### config.mk
export PLATFORM = sky130hd
export DESIGN_NAME = cond_status_unit
export DESIGN_NICKNAME = d
export VERILOG_FILES = /design/src/rtl/csu_pkg.sv /design/src/rtl/csu_compare.sv /design/src/rtl/csu_carry.sv /design/src/rtl/csu_cr_merge.sv /design/src/rtl/cond_status_unit.sv
export SDC_FILE = /design/constraint.sdc
export NUM_CORES = 1
export LEC_CHECK = 0
export CORE_AREA = 2 2 182 184
export CTS_BUF_LIST = sky130_fd_sc_hd__clkbuf_4 sky130_fd_sc_hd__clkbuf_8
export CTS_CLUSTER_DIAMETER = 150
export DETAILED_ROUTE_END_ITERATION = 10
export DIE_AREA = 0 0 184 186
export GPL_TIMING_DRIVEN = 0
export PLACE_DENSITY = 0.81
export SLEW_MARGIN = 20
export SYNTH_ARGS = -nofsm -noshare
export SYNTH_HDL_FRONTEND = slang
export SYNTH_SLANG_ARGS = --single-unit
### constraint.sdc
create_clock -name clk -period 21.4 [get_ports clk]
set_input_delay 2.14 -clock clk [delete_from_list [all_inputs] [get_ports clk]]
set_output_delay 2.14 -clock clk [all_outputs]
set_load 0.02 [all_outputs]
### src/rtl/csu_pkg.sv
package csu_pkg;
  localparam int FW       = 4;
  localparam int FP_FIELD = 1;
  localparam int XW       = 32;
  localparam int SO_POS   = 31;
  localparam int OV_POS   = 30;
  localparam int CA_POS   = 29;

  typedef struct packed {
    logic lt;
    logic gt;
    logic eq;
    logic so;
  } crf_t;
endpackage

### src/rtl/csu_compare.sv
module csu_compare #(
  parameter int DW = 64
) (
  input  logic [DW-1:0] a,
  input  logic [DW-1:0] b,
  input  logic          sgn,
  input  logic          wide,
  output logic          lt,
  output logic          gt,
  output logic          eq
);
  localparam int HW = DW / 2;
  localparam int EW = DW + 1;

  logic [EW-1:0] ea, eb;

  // Extend each operand one bit so one signed compare covers every mode.
  always_comb begin
    if (wide) begin
      ea = {sgn & a[DW-1], a};
      eb = {sgn & b[DW-1], b};
    end else begin
      ea = {{(EW-HW){sgn & a[HW-1]}}, a[HW-1:0]};
      eb = {{(EW-HW){sgn & b[HW-1]}}, b[HW-1:0]};
    end
  end

  assign lt = $signed(ea) < $signed(eb);
  assign gt = $signed(ea) > $signed(eb);
  assign eq = (ea == eb);
endmodule

### src/rtl/csu_carry.sv
module csu_carry #(
  parameter int DW = 64
) (
  input  logic [DW-1:0] a,
  input  logic [DW-1:0] b,
  input  logic [DW-1:0] c,
  input  logic          three,
  output logic          carry
);
  logic [DW-1:0] s1, s2;
  logic          c1, c2;

  assign s1    = a + b;
  assign c1    = s1 < a;
  assign s2    = s1 + c;
  assign c2    = s2 < s1;
  assign carry = c1 | (three & c2);
endmodule

### src/rtl/csu_cr_merge.sv
module csu_cr_merge
  import csu_pkg::*;
#(
  parameter int NF = 8
) (
  input  logic [NF*FW-1:0]       cr_q,
  input  logic                   wr_hit,
  input  logic [NF*FW-1:0]       wr_data,
  input  logic                   cmp_hit,
  input  logic [$clog2(NF)-1:0]  cmp_field,
  input  logic [FW-1:0]          cmp_nib,
  input  logic                   fp_hit,
  input  logic [FW-1:0]          fp_nib,
  input  logic                   bit_hit,
  input  logic [$clog2(NF)+1:0]  bit_idx,
  input  logic                   bit_val,
  output logic [NF*FW-1:0]       cr_d
);
  localparam int CRW = NF * FW;
  localparam int FSW = $clog2(NF);
  localparam int BW  = FSW + 2;

  logic [FW-1:0] nib_d [NF];

  for (genvar k = 0; k < NF; k++) begin : g_fld
    localparam int HI = CRW - 1 - k * FW;
    always_comb begin
      logic [FW-1:0] n;
      n = cr_q[HI -: FW];
      if (bit_hit && bit_idx[BW-1:2] == FSW'(k))
        n[2'd3 - bit_idx[1:0]] = bit_val;
      if (k == FP_FIELD && fp_hit)
        n = fp_nib;
      if (cmp_hit && cmp_field == FSW'(k))
        n = cmp_nib;
      if (wr_hit)
        n = wr_data[HI -: FW];
      nib_d[k] = n;
    end
    assign cr_d[HI -: FW] = nib_d[k];
  end
endmodule

### src/rtl/cond_status_unit.sv
module cond_status_unit
  import csu_pkg::*;
#(
  parameter int DW = 64,
  parameter int NF = 8
) (
  input  logic                  clk,
  input  logic                  rst,
  input  logic                  cr_wr_valid,
  input  logic [NF*4-1:0]       cr_wr_data,
  input  logic                  xer_wr_valid,
  input  logic [31:0]           xer_wr_data,
  input  logic                  cmp_valid,
  input  logic [DW-1:0]         cmp_a,
  input  logic [DW-1:0]         cmp_b,
  input  logic [$clog2(NF)-1:0] cmp_field,
  input  logic                  cmp_signed,
  input  logic                  cmp_wide,
  input  logic                  bit_valid,
  input  logic [$clog2(NF)+1:0] bit_idx,
  input  logic                  bit_val,
  input  logic                  fp_valid,
  input  logic                  fp_sum,
  input  logic                  fp_enabled,
  input  logic                  fp_invalid,
  input  logic                  fp_overflow,
  input  logic                  ov_valid,
  input  logic                  ov_val,
  input  logic                  carry_valid,
  input  logic [DW-1:0]         add_a,
  input  logic [DW-1:0]         add_b,
  input  logic [DW-1:0]         add_c,
  input  logic                  add_three,
  output logic [NF*4-1:0]       cr_rd,
  output logic [31:0]           xer_rd
);
  localparam int CRW = NF * FW;

  logic [CRW-1:0] cr_q, cr_d;
  logic           so_q, ov_q, ca_q;
  logic           c_lt, c_gt, c_eq, carry;
  crf_t           cmp_nib, fp_nib;

  csu_compare #(.DW(DW)) u_cmp (
    .a(cmp_a), .b(cmp_b), .sgn(cmp_signed), .wide(cmp_wide),
    .lt(c_lt), .gt(c_gt), .eq(c_eq)
  );

  csu_carry #(.DW(DW)) u_carry (
    .a(add_a), .b(add_b), .c(add_c), .three(add_three), .carry(carry)
  );

  assign cmp_nib = '{lt: c_lt, gt: c_gt, eq: c_eq, so: so_q};
  assign fp_nib  = '{lt: fp_sum, gt: fp_enabled, eq: fp_invalid, so: fp_overflow};

  csu_cr_merge #(.NF(NF)) u_merge (
    .cr_q(cr_q), .wr_hit(cr_wr_valid), .wr_data(cr_wr_data),
    .cmp_hit(cmp_valid), .cmp_field(cmp_field), .cmp_nib(cmp_nib),
    .fp_hit(fp_valid), .fp_nib(fp_nib),
    .bit_hit(bit_valid), .bit_idx(bit_idx), .bit_val(bit_val),
    .cr_d(cr_d)
  );

  always_ff @(posedge clk) begin
    if (rst) cr_q <= '0;
    else     cr_q <= cr_d;
  end

  always_ff @(posedge clk) begin
    if (rst) begin
      so_q <= 1'b0;
      ov_q <= 1'b0;
      ca_q <= 1'b0;
    end else if (xer_wr_valid) begin
      so_q <= xer_wr_data[SO_POS];
      ov_q <= xer_wr_data[OV_POS];
      ca_q <= xer_wr_data[CA_POS];
    end else begin
      if (ov_valid) begin
        ov_q <= ov_val;
        so_q <= so_q | ov_val;
      end
      if (carry_valid) ca_q <= carry;
    end
  end

  assign cr_rd  = cr_q;
  assign xer_rd = {so_q, ov_q, ca_q, {(XW-3){1'b0}}};
endmodule

==> results by group <==
Clock network
  – TritonCTS clock tree: built
  – Clk Latency, worst-skew pair: approximately 0.30 ns
  – Num CTS Buffers: 5
  – Clock buffer depth: 2
  – Clk sinks: 35
  – Hold Buf Count CTS: 0
  – Clock transition at the registers of the reported paths: ~0.08 ns
  – CTS H-Tree Depth: 2
  – Root cell of the clock tree: clkbuf_8
  – Setup repair bufs after CTS: 0
  – CTS resizes: 0

Status
  – Status: finished clean

GRT
  – Initial antenna violation count: 2
  – Vias in the first global route: around 17,000
  – First-pass GRT wire length: ~85 mm
  – Global Route Usage Sum: 30.7%
  – Largest net degree at the start of global routing: 11
  – Total gr overflow: 0

Timing
  – RSZ-0062 raised after global routing: false
  – Clock Skew: about 0.0016 ns
  – Post-route setup slack: around 11 ns
  – TNS Setup: 0 ns
  – Worst rel slew slack: roughly two fifths
  – Final Max Slew Viols: 0
  – Endpoints failing setup: 0
  – Fmax achieved: about 0.097 GHz
  – Hold Fails Final Rpt: 0
  – Crit share post-route: ~48%
  – Tmin final: around 10 ns
  – Tightest Pin Transition: approximately 0.88 ns

Worst setup path
  – Startpoint Class: input pin
  – Critical Path Start: add_b[0]
  – CP arrival: roughly 11 ns
  – Setup slack, reg-to-reg: about 20 ns
  – WP data required: 21.61 ns
  – Crit path kind: input pin to flop
  – Crit. End Element: flop
  – Worst-path maximum fanout: 8
  – Crit-path slowest cell: or4_1
  – FF-to-FF Start: so_q
  – Slowest stage delay, CP: 0.60 ns

Synthesis
  – Most used DFF post-synth: dfxtp_1
  – Post-synthesis area per instance: 6.98 sq um
  – Post-synthesis sequential area ratio: about 4.6%
  – Yosys warns: 0
  – Asr flop ratio synth: 0%
  – Post-Syn Area: around 15,000 sq um
  – Distinct cells, synth: 90
  – Post-synth EDFFs: 0
  – Synth Instances: 2,180
  – Synthesized flop and latch total: 35

Worst hold path
  – Hold path startpoint: cr_rd[22]
  – Worst Hold Class: flop to flop

Cells and area
  – Post-layout util: ~62%
  – Most common cell after layout, fill and taps aside: clkdlybuf4s50_1
  – Final Net Count: 3,355
  – Most frequent cells in the layout: 411 x clkdlybuf4s50_1, 317 x ha_1, 267 x a21oi_1
  – Layout area overhead: 31.8%
  – Layout cell share with drive strength beyond 1: about 3.7%

Detailed routing
  – DRT iter0 DRCs: 982
  – Final ANT Viol Nets: 0
  – Drt via density: 5.83
  – Via Count: 17,699
  – Final WL: around 56 mm
  – Drt first pass iters: 5
  – WL/cell: ~18 um
  – DR DRC count: 0

Run
  – MaxCap Viol Count: 0

Floorplanning
  – Die X: 184 um
  – Die H: approximately 190 um
  – Core ar.: roughly 32,000 sq um
  – Die area: between 30,000 and 40,000 sq um
  – Row count: 66
  – Starting density of the core: a little under half
  – IO Count: ~470

Place
  – Routability Congestion: 0.972
  – Number of buffers added on ports: approximately 410
  – Worst slack at placement: around 11 ns
  – Detailed Place HPWL: between 40 and 50 mm

Power
  – Lkg Pwr: 9.55 nW
  – Pwr dens: 54.1 nW/um^2
  – Peak supply drop: roughly 0.025 mV
-- per-stage QoR --
step	instances	power [mW]	instance area, sq um	hold WS, ns
after detailed placement	3027	1.00	19900	0.478
after global routing	3036	1.20	20100	0.534
final	3036	1.09	20100	0.489
after CTS	3034	1.07	20100	0.494
after floorplan	2208	0.733	15300	0.558
after global placement	3027	0.973	19900	0.473
-- worst max-delay path, delay by kind of cell --
| kind | cells | cell delay (ns) |
|---|---|---|
| adders and majority gates | 4 | 1.20 |
| and+or+nand+nor | 8 | 1.91 |
| xor gates and xnor gates | 2 | 0.42 |
| AOI/OAI and AO/OA | 14 | 4.00 |
| buffers and inverters | 3 | 0.86 |
-- cells in the mapped netlist, types with 18 or more instances --
cell / n / area (sq um)
ha_1: 317 / 3970
a21oi_1: 267 / 1340
inv_1: 216 / 811
nor2_1: 160 / 601
o21ai_0: 148 / 741
nand2_1: 139 / 522
a21o_1: 123 / 923
xnor2_1: 81 / 709
clkbuf_1: 66 / 248
nand4_1: 61 / 382
xor2_1: 55 / 482
nand3_1: 52 / 260
nor3_1: 36 / 180
dfxtp_1: 35 / 701
nor2b_1: 35 / 219
buf_4: 33 / 248
nand2b_1: 31 / 194
o21bai_1: 29 / 218
a211oi_1: 27 / 203
mux2i_1: 22 / 220
o211ai_1: 19 / 143
o21a_1: 18 / 135
-- routing by layer --
| layer | vias to the layer above | GRT usage, % | share of wire, % |
|---|---|---|---|
| met5 | - | 0 | 0 |
| met4 | 0 | 14.2 | 5.1 |
| met3 | 137 | 4.15 | 6.8 |
| met2 | 703 | 54.6 | 47 |
| met1 | 8120 | 36.6 | 41 |
| li1 | 8739 | - | - |
-- logic make-up (layout without fill, tap and decap cells) --
| logic type | count (synthesis) | count (layout) | share of synthesized area, % |
|---|---|---|---|
| xor gates and xnor gates | 136 | 136 | 7.83 |
| DFF | 35 | 35 | 4.60 |
| muxes | 24 | 24 | 1.60 |
| adders and majority gates | 319 | 319 | 26.3 |
| and+or+nand+nor | 578 | 578 | 18.5 |
| AOI/OAI and AO/OA | 761 | 761 | 32.2 |
| other | 1 | 31 | 0.0246 |
| buffers and inverters | 326 | 744 | 8.93 |
-- registers in the layout (all words and copies together), names as in the netlist --
| name | count |
|---|---|
| cr_rd | 32 |
| ca_q | 1 |
| ov_q | 1 |
| so_q | 1 |
-- path summary, 6_finish.rpt --
kind | end | depth (start not counted)
worst max-delay path | ca_q | 31
worst min-delay path | cr_rd[22] | 2
worst max register to register | cr_rd[24] | 5
worst min register to register | cr_rd[22] | 2
-- report_power, final --
group,switching (mW),internal (mW)
Sequential,0.00315,0.0696
Combinational,0.536,0.416
Clock,0.0260,0.0355
-- final cells by class --
type | instances | area, sq um
clock buffer | 6 | 76.3
buffer | 110 | 548
timing repair buffer | 411 | 4110
antenna | 2 | 5.00
inverter | 216 | 811
sequential | 35 | 701
fill | 2923 | 12100
multi-input combinational | 1847 | 13300
clock inverter | 1 | 30.0
tap | 408 | 510
Note: power is estimated with default switching activity, not from simulation.
